`src/rtl/hpt_pkg.sv`:
```
package hpt_pkg;
  localparam int ENTRY_W      = 128;
  localparam int ENTRY_BYTES  = 16;
  localparam int SLOTS        = 8;
  localparam int GROUP_BYTES  = ENTRY_BYTES * SLOTS;
  localparam int SLOT_W       = $clog2(SLOTS);
  localparam int ENTRY_SHIFT  = $clog2(ENTRY_BYTES);
  localparam int GROUP_SHIFT  = $clog2(GROUP_BYTES);
  localparam int VALID_BIT    = 127;
  localparam int TAG_LSB      = 64;
  localparam int PPN_LSB      = 0;

  typedef enum logic [1:0] {
    ST_IDLE,
    ST_ISSUE,
    ST_WAIT,
    ST_FINISH
  } walk_state_e;
endpackage

```
`src/rtl/hpt_hash.sv`:
```
module hpt_hash #(
  parameter int VPN_W = 20,
  parameter int GRP_W = 12
) (
  input  logic [VPN_W-1:0] vpn,
  input  logic [GRP_W-1:0] groups,
  output logic [GRP_W-1:0] prim_idx,
  output logic [GRP_W-1:0] sec_idx
);
  localparam int W = (VPN_W > GRP_W) ? VPN_W : GRP_W;

  logic [GRP_W-1:0] k_eff;
  logic [W-1:0]     k_w;
  logic [W-1:0]     prim_w;
  logic [W-1:0]     sec_w;
  logic [GRP_W-1:0] prim_inv;

  assign k_eff    = (groups == '0) ? GRP_W'(1) : groups;
  assign k_w      = W'(k_eff);
  assign prim_w   = W'(vpn) % k_w;
  assign prim_idx = prim_w[GRP_W-1:0];
  assign prim_inv = ~prim_idx;
  assign sec_w    = W'(prim_inv) % k_w;
  assign sec_idx  = sec_w[GRP_W-1:0];
endmodule

```
`src/rtl/hpt_addr_gen.sv`:
```
module hpt_addr_gen
  import hpt_pkg::*;
#(
  parameter int ADDR_W = 32,
  parameter int GRP_W  = 12
) (
  input  logic [ADDR_W-1:0] base,
  input  logic [GRP_W-1:0]  group_idx,
  input  logic [SLOT_W-1:0] slot,
  output logic [ADDR_W-1:0] addr
);
  logic [ADDR_W-1:0] group_off;
  logic [ADDR_W-1:0] slot_off;

  assign group_off = ADDR_W'(group_idx) << GROUP_SHIFT;
  assign slot_off  = ADDR_W'(slot) << ENTRY_SHIFT;
  assign addr      = base + group_off + slot_off;
endmodule

```
`src/rtl/hpt_entry_cmp.sv`:
```
module hpt_entry_cmp
  import hpt_pkg::*;
#(
  parameter int VPN_W = 20,
  parameter int PPN_W = 24
) (
  input  logic [ENTRY_W-1:0] entry,
  input  logic [VPN_W-1:0]   vpn,
  output logic               hit,
  output logic [PPN_W-1:0]   ppn
);
  logic unused_entry_bits;

  assign hit = entry[VALID_BIT] && (entry[TAG_LSB +: VPN_W] == vpn);
  assign ppn = entry[PPN_LSB +: PPN_W];
  assign unused_entry_bits = ^entry;
endmodule

```
`src/rtl/hpt_walker.sv`:
```
module hpt_walker
  import hpt_pkg::*;
#(
  parameter int VPN_W  = 20,
  parameter int PPN_W  = 24,
  parameter int ADDR_W = 32,
  parameter int GRP_W  = 12
) (
  input  logic               clk,
  input  logic               rst_n,
  input  logic               req_valid,
  output logic               req_ready,
  input  logic [VPN_W-1:0]   req_vpn,
  output logic               busy,
  input  logic [ADDR_W-1:0]  cfg_base,
  input  logic [GRP_W-1:0]   cfg_groups,
  output logic               mem_rd_valid,
  input  logic               mem_rd_ready,
  output logic [ADDR_W-1:0]  mem_rd_addr,
  input  logic               mem_rsp_valid,
  input  logic [ENTRY_W-1:0] mem_rsp_data,
  output logic               done,
  output logic               done_fault,
  output logic [VPN_W-1:0]   done_vpn,
  output logic [PPN_W-1:0]   done_ppn
);
  localparam logic [SLOT_W-1:0] SLOT_LAST = SLOT_W'(SLOTS - 1);

  walk_state_e       state_q;
  logic [VPN_W-1:0]  vpn_q;
  logic [ADDR_W-1:0] base_q;
  logic [GRP_W-1:0]  groups_q;
  logic              probe_q;
  logic [SLOT_W-1:0] slot_q;
  logic              fault_q;
  logic [PPN_W-1:0]  ppn_q;

  logic [GRP_W-1:0]  prim_idx;
  logic [GRP_W-1:0]  sec_idx;
  logic [GRP_W-1:0]  cur_idx;
  logic              ent_hit;
  logic [PPN_W-1:0]  ent_ppn;

  hpt_hash #(.VPN_W(VPN_W), .GRP_W(GRP_W)) u_hash (
    .vpn      (vpn_q),
    .groups   (groups_q),
    .prim_idx (prim_idx),
    .sec_idx  (sec_idx)
  );

  assign cur_idx = probe_q ? sec_idx : prim_idx;

  hpt_addr_gen #(.ADDR_W(ADDR_W), .GRP_W(GRP_W)) u_addr (
    .base      (base_q),
    .group_idx (cur_idx),
    .slot      (slot_q),
    .addr      (mem_rd_addr)
  );

  hpt_entry_cmp #(.VPN_W(VPN_W), .PPN_W(PPN_W)) u_cmp (
    .entry (mem_rsp_data),
    .vpn   (vpn_q),
    .hit   (ent_hit),
    .ppn   (ent_ppn)
  );

  always_ff @(posedge clk or negedge rst_n) begin
    if (!rst_n) begin
      state_q  <= ST_IDLE;
      vpn_q    <= '0;
      base_q   <= '0;
      groups_q <= '0;
      probe_q  <= 1'b0;
      slot_q   <= '0;
      fault_q  <= 1'b0;
      ppn_q    <= '0;
    end else begin
      unique case (state_q)
        ST_IDLE: begin
          if (req_valid) begin
            vpn_q    <= req_vpn;
            base_q   <= cfg_base;
            groups_q <= cfg_groups;
            probe_q  <= 1'b0;
            slot_q   <= '0;
            state_q  <= ST_ISSUE;
          end
        end
        ST_ISSUE: begin
          if (mem_rd_ready) state_q <= ST_WAIT;
        end
        ST_WAIT: begin
          if (mem_rsp_valid) begin
            if (ent_hit) begin
              fault_q <= 1'b0;
              ppn_q   <= ent_ppn;
              state_q <= ST_FINISH;
            end else if (slot_q == SLOT_LAST) begin
              if (!probe_q) begin
                probe_q <= 1'b1;
                slot_q  <= '0;
                state_q <= ST_ISSUE;
              end else begin
                fault_q <= 1'b1;
                ppn_q   <= '0;
                state_q <= ST_FINISH;
              end
            end else begin
              slot_q  <= slot_q + SLOT_W'(1);
              state_q <= ST_ISSUE;
            end
          end
        end
        ST_FINISH: state_q <= ST_IDLE;
        default:   state_q <= ST_IDLE;
      endcase
    end
  end

  assign req_ready    = (state_q == ST_IDLE);
  assign busy         = (state_q != ST_IDLE);
  assign mem_rd_valid = (state_q == ST_ISSUE);
  assign done         = (state_q == ST_FINISH);
  assign done_fault   = fault_q;
  assign done_vpn     = vpn_q;
  assign done_ppn     = ppn_q;
endmodule

```
`config.mk`:
```
export PLATFORM = sky130hd
export DESIGN_NAME = hpt_walker
export DESIGN_NICKNAME = d
export VERILOG_FILES = /design/src/rtl/hpt_pkg.sv /design/src/rtl/hpt_hash.sv /design/src/rtl/hpt_addr_gen.sv /design/src/rtl/hpt_entry_cmp.sv /design/src/rtl/hpt_walker.sv
export SDC_FILE = /design/constraint.sdc
export NUM_CORES = 1
export LEC_CHECK = 0
export ABC_AREA = 1
export BUFFER_PORTS_ARGS = -buffer_cell sky130_fd_sc_hd__buf_2
export CAP_MARGIN = 20
export CORE_ASPECT_RATIO = 2
export CORE_MARGIN = 4
export CORE_UTILIZATION = 25
export CTS_CLUSTER_DIAMETER = 80
export CTS_CLUSTER_SIZE = 10
export DETAILED_ROUTE_END_ITERATION = 7
export PLACE_DENSITY = 0.5
export SLEW_MARGIN = 40
export SYNTH_ARGS = -nofsm -noshare
export SYNTH_HDL_FRONTEND = slang
export SYNTH_HIERARCHICAL = 1
export SYNTH_SLANG_ARGS = --single-unit
```
`constraint.sdc`:
```
create_clock -name clk -period 108.5 [get_ports clk]
set_clock_uncertainty 0.1 [all_clocks]
set_input_delay 16.275 -clock clk [delete_from_list [all_inputs] [get_ports clk]]
set_output_delay 16.275 -clock clk [all_outputs]
set_load 0.01 [all_outputs]
```
==> impl_results.md, run 1 <==
- Fin crit period: 99.63 ns
- Achievable frequency: 10.0 MHz
- Post-layout net count: around 4700
- Vias in the first global route: 26400
- HPWL Detailed: around 74000 um
- R2r startpoint: done_vpn[5]
- IO Port Bufs: 194
- Final WL: just under 90000 um
- CTS tree: yes
- Largest net degree at the start of global routing: a little under 70
- H-tree depth: 3
- Num rows: ~160
- Via density: 4.70
- Slew at the pin closest to its max-slew limit: approximately 0.77 ns
- Routed Antenna Nets: 0
- Tcrit/Tclk final: 0.918
- Cts bufs inserted: 9
- RSZ-0062 raised after global routing: no
- Global route overflow: 0
- Max incr delay on CP: roughly 0.54 ns
- Routed WL per cell: ~16 um
- Worst-case clock buffer depth: 2
- Core footprint: 100000 sq um
- Routed via count: ~26000
- Setup TNS Final: 0 ns
- Reg-to-Reg End: done_fault
- Count of pins over their slew limit: 0
- Commonest non-fill, non-tap cell in the layout: nand2_1
- Drt drc: 0
- Crit Path Max Fanout: 44
- Full die area: 107000 sq um
- Share of cells above drive strength 1: 0.140
- Final setup fails: 0
- Critical path data required time: approximately 92 ns
- Worst skew pair latency: approximately 0.38 ns
- Placed instance area: 27300 sq um
- Synth Cell Area: 25300 sq um
- Final hold slack: approximately 0.37 ns
- Syn avg cell area: between 6 and 7 sq um
- CTS Sinks: 95
- Synth Flop Type: dfrtp_1
- Status: complete, no violations
- Class of the worst hold path: flip-flop to flip-flop
- Most frequent cells in the layout: 1167 x nand2_1, 509 x inv_1, 334 x nand3_1, 333 x ha_1, 221 x o21ai_0
- Max Cap Viol: 0
- Yosys reg bits: 95
- Startpoint types: flip-flop
- Crit. End Element: output pin
- Final Hold Fails: 0
- Reg2reg path depth: 10
- Crit path to: mem_rd_addr[30]
- Final Instance Area: around 28000 sq um
- Crit path top cell by count: nand2_1
- Post-synth EDFFs: 0
- Synth unique cells: 80
- Initial DRC count: around 860
- P&R area growth vs syn: 9.43%
- Root Buffer: clkbuf_16
- WS Path Type: flip-flop to output pin
- Post-layout utilization of the core: 0.277
- I/O pins: around 280
- Number of antenna violations at the first check in global routing: 1
- Syn Inst Count: between 4000 and 5000
- Register area share after synthesis: 0.0939
- FFs w/ async S/R, synth: 1.00
- Crit path DAT: 83.25 ns
- Clk pin slew, worst setup/hold paths: roughly 0.070 ns
- Die Wd: roughly 230 um
- Hold buffer count at cts: 0
- Starting Density: 0.253
- First-pass GRT wire length: between 100000 and 150000 um
- DRT Pass-1 Iters: 5
- Global Route Usage Sum: 0.159
- Synth Warn #: 6
- Slew margin rel.: 0.488
- Worst path slowest cell: o31ai_1
- R2R Setup Slk: approximately 110 ns
- Antenna Cells: 0
- Setup crit start: groups_q[4]
- Routability cong.: roughly 0.9
- Die Ht: ~460 um
synthesized netlist by cell type, types with 22 or more instances:
cell	count	area share
nand2_1	1169	0.17
inv_1	517	0.077
nand3_1	334	0.066
ha_1	333	0.16
o21ai_0	225	0.044
nor2_1	217	0.032
a21oi_1	182	0.036
xor2_1	154	0.053
xnor2_1	102	0.035
dfrtp_1	95	0.094
nand2_2	85	0.021
o21ai_1	55	0.011
nand4_1	46	0.011
inv_2	43	0.0064
o21bai_1	41	0.012
buf_4	34	0.010
or2_2	34	0.0084
nand3_2	32	0.013
buf_6	31	0.014
nor2_2	28	0.0069
clkbuf_1	27	0.0040
a21o_1	23	0.0068
nand2_4	23	0.010
o31ai_1	22	0.0065
worst min-delay path by stage:
stage,from,end,slack [ns],cells after the start
6_report,groups_q[6],groups_q[6],0.37,2
5_1_grt,base_q[2],base_q[2],0.41,2
4_1_cts,base_q[2],base_q[2],0.38,2
3_5_place_dp,base_q[2],base_q[2],0.36,2
3_3_place_gp,base_q[3],base_q[3],0.35,2
2_1_floorplan,groups_q[6],groups_q[6],0.34,2
cell families after synthesis:
logic type | after synthesis | share of synthesized area
xor gates and xnor gates | 257 | 0.0892
and+or+nand+nor | 2064 | 0.376
AOI/OAI and AO/OA | 645 | 0.149
adders and majority gates | 336 | 0.167
other | 1 | 0.000148
DFF | 95 | 0.0939
buffers and inverters | 682 | 0.119
muxes | 13 | 0.00573
layout make-up:
class                   instances  area (sq um)
fillers                     11600         72400
multi-input cells            3317         20000
flip-flops and latches         95          2380
inverters                     573          2230
well taps                    1328          1660
repair buffers                220          1180
clock buffers                   9           225
clock inverters                 7          73.8
timing repair:
action	4_1_cts	5_1_grt
buffers inserted	0	4
resized for setup	0	17
endpoints found under the setup margin	0	25
state kept, by name, summed over array words and instances, names as in the netlist:
name and count:
done_ppn 24, slot_q 3, done_fault 1, done_vpn 20
groups_q 12, state_q 2, probe_q 1, base_q 32
critical path, delay by kind of cell, from the launching register on:
| kind | cells | cell delay [ns] |
|---|---|---|
| compound gates | 176 | 34.62 |
| simple gates | 236 | 28.33 |
| fa+ha+maj | 36 | 11.86 |
| buf+inv | 57 | 6.82 |
| mux | 2 | 0.57 |
| flops | 1 | 0.39 |
metrics by stage:
| step | std cells | setup WS [ns] |
|---|---|---|
| 3_3_place_gp | 5529 | 7.08 |
| 5_1_grt | 5549 | 0.0974 |
| 3_5_place_dp | 5529 | 6.63 |
| 4_1_cts | 5545 | 5.93 |
| 6_report | 5549 | 8.87 |
| 2_1_floorplan | 4094 | 21.24 |
routing by layer:
| metal | track usage | share of wire | vias up | wire length, um |
|---|---|---|---|---|
| li1 | - | - | 13600 | - |
| met4 | 0.0885 | 0.065 | 0 | 5640 |
| met5 | 0 | 0 | - | 0 |
| met1 | 0.134 | 0.32 | 11900 | 27600 |
| met3 | 0.0141 | 0.030 | 187 | 2580 |
| met2 | 0.346 | 0.59 | 493 | 50700 |
Power of run 1 is not shown: default switching activity piles up to over one toggle a cycle in this logic, so the estimate is an artifact.
==> run 2, diff against run 1 <==
--- a/config.mk
+++ b/config.mk
@@ -14,7 +14,9 @@
 export CTS_CLUSTER_DIAMETER = 80
 export CTS_CLUSTER_SIZE = 10
 export DETAILED_ROUTE_END_ITERATION = 7
+export GPL_TIMING_DRIVEN = 0
 export PLACE_DENSITY = 0.5
+export SETUP_SLACK_MARGIN = 0.02
 export SLEW_MARGIN = 40
 export SYNTH_ARGS = -nofsm -noshare
 export SYNTH_HDL_FRONTEND = slang
==> impl_results.md, run 2 (synthesis results as in run 1) <==
- Status: complete, no violations
- Count of pins over their slew limit: 0 (unchanged)
- Fin crit period: 99.33 ns (-0.291 ns)
- Final Instance Area: 28400 sq um (+2.5%)
- Worst-case clock buffer depth: 2 (unchanged)
- P&R area growth vs syn: 12.2%
- Routed WL per cell: 16.3 um (+4.2%)
- First-pass GRT wire length: 142000 um (+4.2%)
- Global route overflow: 0 (unchanged)
- Routability cong.: 0.903 (+0.84%)
- Drt drc: 0 (unchanged)
- Root Buffer: clkbuf_16
- WS Path Type: flip-flop to output pin
- Routed via count: 26500 (+1.5%)
- Max incr delay on CP: 0.41 ns (-0.13 ns)
- Setup TNS Final: 0 ns (unchanged)
- Commonest non-fill, non-tap cell in the layout: nand2_1
- Num rows: 164 (unchanged)
- Starting Density: 0.253 (unchanged)
- Worst skew pair latency: 0.37 ns (about the same)
- Die Wd: 233 um (unchanged)
- Initial DRC count: 825 (-3.6%)
- Fillers: 11600 (+0.13%)
- Crit path DAT: 82.96 ns (-0.29 ns)
- Post-layout net count: 4811 (+1.3%)
- Slew at the pin closest to its max-slew limit: 0.868 ns (+0.101 ns)
- Slew margin rel.: 0.421 (-0.0671)
- Worst path slowest cell: dfrtp_1
- Via density: 4.72 (+0.33%)
- Critical path data required time: 92.12 ns (about the same)
- Hold buffer count at cts: 0 (unchanged)
- Global Route Usage Sum: 0.168 (+0.00831)
- Vias in the first global route: 27000 (+2.2%)
- Final Hold Fails: 0 (unchanged)
- CTS Sinks: 95 (unchanged)
- Clk pin slew, worst setup/hold paths: 0.08 ns (about the same)
- Top reg by flops: base_q
- Core footprint: 100000 sq um (unchanged)
- RSZ-0062 raised after global routing: no
- Cts bufs inserted: 9 (unchanged)
- Routed Antenna Nets: 0 (unchanged)
- Crit path top cell by count: nand2_1
- Final WL: 91300 um (+5.5%)
- HPWL Detailed: 79400 um (+7.8%)
- Die Ht: 458 um (unchanged)
- Largest register FFs: 32 (unchanged)
- Share of cells above drive strength 1: 0.149 (+0.00989)
- IO Port Bufs: 169 (-13%)
- Final setup fails: 0 (unchanged)
- Class of the worst hold path: flip-flop to flip-flop
- Achievable frequency: 10.1 MHz (+0.29%)
- Max Cap Viol: 0 (unchanged)
- Number of antenna violations at the first check in global routing: 5 (+4)
- Startpoint types: flip-flop
- Crit. End Element: output pin
- Full die area: 107000 sq um (unchanged)
- DRT Pass-1 Iters: 7 (+2)
- Placed instance area: 28000 sq um (+2.4%)
- Largest net degree at the start of global routing: 58 (-15%)
- H-tree depth: 3 (unchanged)
- Most frequent cells in the layout: 1168 x nand2_1, 508 x inv_1, 334 x nand3_1, 333 x ha_1, 224 x o21ai_0
- Final hold slack: 0.377 ns (+0.00457 ns)
- CTS tree: yes
- I/O pins: 278 (unchanged)
- Crit Path Max Fanout: 17 (-61%)
- Tcrit/Tclk final: 0.916 (-0.00268)
-- run 2: changes by cell type in the layout (fill, tap and decap cells not counted), moves of 6 or more --
cell | previous run | this run
buf_6 | 1 | 31
buf_4 | 25 | 35
clkbuf_2 | 0 | 15
clkinvlp_4 | 7 | 1
buf_1 | 0 | 6
inv_4 | 2 | 11
clkbuf_1 | 0 | 11
buf_2 | 193 | 175
-- run 2: worst paths after layout --
| check | start | to | slack, ns | depth (start not counted) |
|---|---|---|---|---|
| max | groups_q[6] | mem_rd_addr[24] | 9.17 | 535 |
| min | base_q[0] | base_q[0] | 0.38 | 2 |
| max reg2reg | done_vpn[5] | done_ppn[14] | 105.81 | 12 |
| min reg2reg | base_q[0] | base_q[0] | 0.38 | 2 |
| max in group asynchronous | rst_n | base_q[0] | 91.98 | 2 |
| min in group asynchronous | rst_n | base_q[17] | 15.68 | 1 |
-- run 2: timing repair --
action                                 4_1_cts  5_1_grt
setup endpoints to repair                    0       25
endpoints found under the hold margin        0        0
buffers inserted                             0        1
gates resized for setup                      0       37
-- run 2: per-layer routing --
metal	track usage	wire, um
met5	0	0
met1	0.135	28300
met4	0.0954	5910
met2	0.370	54500
met3	0.0132	2560
-- run 2: cell type report --
| class | count | area [sq um] | share of cell area |
|---|---|---|---|
| Timing Repair Buffer | 176 | 991 | 0.0349 |
| Tap cell | 1328 | 1660 | 0.0585 |
| Buffer | 106 | 813 | 0.0286 |
| Inverter | 573 | 2230 | 0.0786 |
| Clock inverter | 7 | 113 | 0.00397 |
| Clock buffer | 9 | 225 | 0.00793 |
| Antenna cell | 5 | 12.5 | 0.000441 |
| Sequential cell | 95 | 2380 | 0.0837 |
| Multi-Input combinational cell | 3317 | 20000 | 0.703 |
-- run 2: through the flow --
stage,setup WS (ns),util,cells
after floorplan,21.24,-,4094
after global placement,4.07,0.278,5591
after detailed placement,5.07,0.280,5597
after CTS,4.31,0.283,5613
after global routing,0.101,0.284,5616
final,9.17,0.284,5616
-- run 2: worst max-delay path: cells and delay by family (launching register included) --
kind                     cells  cell delay [ns]
AO/OA/AOI/OAI              174            32.00
XOR/XNOR                     1             0.16
adder cells (fa/ha/maj)     37            12.07
buffers and inverters       83            11.11
flip-flops                   1             0.41
multiplexers                 1             0.29
AND/OR/NAND/NOR            239            26.11
Power of run 2 is left out for the same reason.
==> run 3, diff against run 2 <==
--- a/config.mk
+++ b/config.mk
@@ -10,12 +10,12 @@
 export CAP_MARGIN = 20
 export CORE_ASPECT_RATIO = 2
 export CORE_MARGIN = 4
-export CORE_UTILIZATION = 25
+export CORE_UTILIZATION = 54
 export CTS_CLUSTER_DIAMETER = 80
 export CTS_CLUSTER_SIZE = 10
 export DETAILED_ROUTE_END_ITERATION = 7
 export GPL_TIMING_DRIVEN = 0
-export PLACE_DENSITY = 0.5
+export PLACE_DENSITY = 0.83
 export SETUP_SLACK_MARGIN = 0.02
 export SLEW_MARGIN = 40
 export SYNTH_ARGS = -nofsm -noshare
==> impl_results.md, run 3 (synthesis results as in run 1) <==
- Status: complete, no violations
- IO Port Bufs: 169 (unchanged)
- R2r startpoint: done_vpn[5]
- Clk pin slew, worst setup/hold paths: 0.08 ns (about the same)
- Core footprint: 46500 sq um (-54%)
- Post-layout net count: 4810 (-0.021%)
- Global Route Usage Sum: 0.295 (+0.127)
- Via density: 5.57 (+18%)
- Drt drc: 0 (unchanged)
- Number of antenna violations at the first check in global routing: 4 (-1)
- First-pass GRT wire length: 124000 um (-12%)
- CTS tree: yes
- Fin crit period: 100.11 ns (+0.776 ns)
- Max incr delay on CP: 0.48 ns (+0.07 ns)
- Largest register FFs: 32 (unchanged)
- Reg2reg path depth: 12 (unchanged)
- Slew at the pin closest to its max-slew limit: 0.807 ns (-0.0618 ns)
- Worst path slowest cell: fa_1
- RSZ-0062 raised after global routing: no
- Routability cong.: 1.01 (+11%)
- Cts bufs inserted: 9 (unchanged)
- Reg-to-Reg End: done_ppn[13]
- Achievable frequency: 9.99 MHz (-0.78%)
- Starting Density: 0.544 (+0.291)
- P&R area growth vs syn: 8.19%
- Routed Antenna Nets: 0 (unchanged)
- Setup crit start: groups_q[6]
- Largest net degree at the start of global routing: 60 (+3.4%)
- Busiest grt layer: met2
- Setup TNS Final: 0 ns (unchanged)
- Most frequent cells in the layout: 1169 x nand2_1, 507 x inv_1, 334 x nand3_1, 333 x ha_1, 224 x o21ai_0
- Max Cap Viol: 0 (unchanged)
- Full die area: 50600 sq um (-53%)
- Crit path to: mem_rd_addr[28]
- WS Path Type: flip-flop to output pin
- Root Buffer: clkbuf_16
- Top reg by flops: base_q
- Class of the worst hold path: flip-flop to flip-flop
- Met2 usage: 0.573 (+0.202)
- Num rows: 112 (-32%)
- Slew margin rel.: 0.462 (+0.0412)
- Crit path DAT: 83.74 ns (+0.78 ns)
- Routed WL per cell: 15.5 um (-4.4%)
- DRT Pass-1 Iters: 6 (-1)
- Count of pins over their slew limit: 0 (unchanged)
- Crit Path Max Fanout: 29 (+12)
- Share of cells above drive strength 1: 0.147 (-0.00253)
- I/O pins: 278 (unchanged)
- Met1 Usage GRT: 0.260 (+0.125)
- R2R Setup Slk: 105.93 ns (+0.12 ns)
- Final Hold Fails: 0 (unchanged)
- Fillers: 4608 (-60%)
- Hold buffer count at cts: 0 (unchanged)
- Global route overflow: 0 (unchanged)
- Tcrit/Tclk final: 0.923 (+0.00715)
- H-tree depth: 3 (unchanged)
- Commonest non-fill, non-tap cell in the layout: nand2_1
- Worst-case clock buffer depth: 2 (unchanged)
- HPWL Detailed: 63200 um (-20%)
- Grt met3 use: 0.0457 (+0.0325)
- Critical path data required time: 92.12 ns (about the same)
- Initial DRC count: 1140 (+38%)
- Die Wd: 161 um (-31%)
- Startpoint types: flip-flop
- Worst hold start: base_q[3]
- Worst skew pair latency: 0.37 ns (about the same)
- CTS Sinks: 95 (unchanged)
- Crit path top cell by count: nand2_1
- Vias in the first global route: 27000 (+0.13%)
- Die Ht: 314 um (-31%)
- Crit. End Element: output pin
- Final WL: 76300 um (-16%)
- Final setup fails: 0 (unchanged)
- Routed via count: 27400 (+3.3%)
[run 3: final cells by class]
| class | count | area (sq um) | area share |
|---|---|---|---|
| sequential | 95 | 2380 | 0.0868 |
| timing repair buffer | 175 | 950 | 0.0347 |
| clock inverter | 6 | 63.8 | 0.00233 |
| buffer | 106 | 807 | 0.0295 |
| antenna | 3 | 7.51 | 0.000274 |
| inverter | 573 | 2230 | 0.0814 |
| tap | 627 | 785 | 0.0286 |
| multi-input combinational | 3317 | 19900 | 0.728 |
| clock buffer | 10 | 229 | 0.00836 |
[run 3: layer usage]
| layer | routed length, um | part of all wire |
|---|---|---|
| met5 | 18 | 0.00024 |
| met2 | 39700 | 0.52 |
| met4 | 7360 | 0.096 |
| met1 | 25300 | 0.33 |
| met3 | 3940 | 0.052 |
[run 3: how the worst min path moves through the flow]
| stage | endpoint | cells past startpoint |
|---|---|---|
| 2_1_floorplan | groups_q[6] | 2 |
| 3_3_place_gp | base_q[3] | 2 |
| 3_5_place_dp | base_q[3] | 2 |
| 4_1_cts | base_q[3] | 2 |
| 5_1_grt | base_q[3] | 2 |
| 6_report | base_q[3] | 2 |
[run 3: stage by stage]
stage | instance area (sq um) | util | hold slack [ns] | setup WS (ns) | std cells
finish | 27400 | 0.589 | 0.382 | 8.39 | 4912
global route | 27400 | 0.589 | 0.393 | 0.133 | 4912
CTS | 27300 | 0.588 | 0.376 | 6.44 | 4909
detailed placement | 27000 | 0.581 | 0.359 | 7.20 | 4893
global placement | 27000 | 0.579 | 0.357 | 7.29 | 4890
floorplan | 25300 | - | 0.342 | 21.24 | 4094
[run 3: repair_timing]
| action | 4_1_cts | 5_1_grt |
|---|---|---|
| gates resized for setup | 0 | 25 |
| endpoints found under the setup margin | 0 | 25 |
| buffers inserted | 0 | 2 |
[run 3: worst max-delay path, delay by kind of cell, from the launching register on]
family                     cells  cell delay, ns
buffers and inverters         78           11.05
AOI/OAI and AO/OA            178           33.65
and+or+nand+nor              230           25.38
muxes                          2            0.43
adders and majority gates     37           12.24
DFF                            1            0.43
Power of run 3 is left out for the same reason.
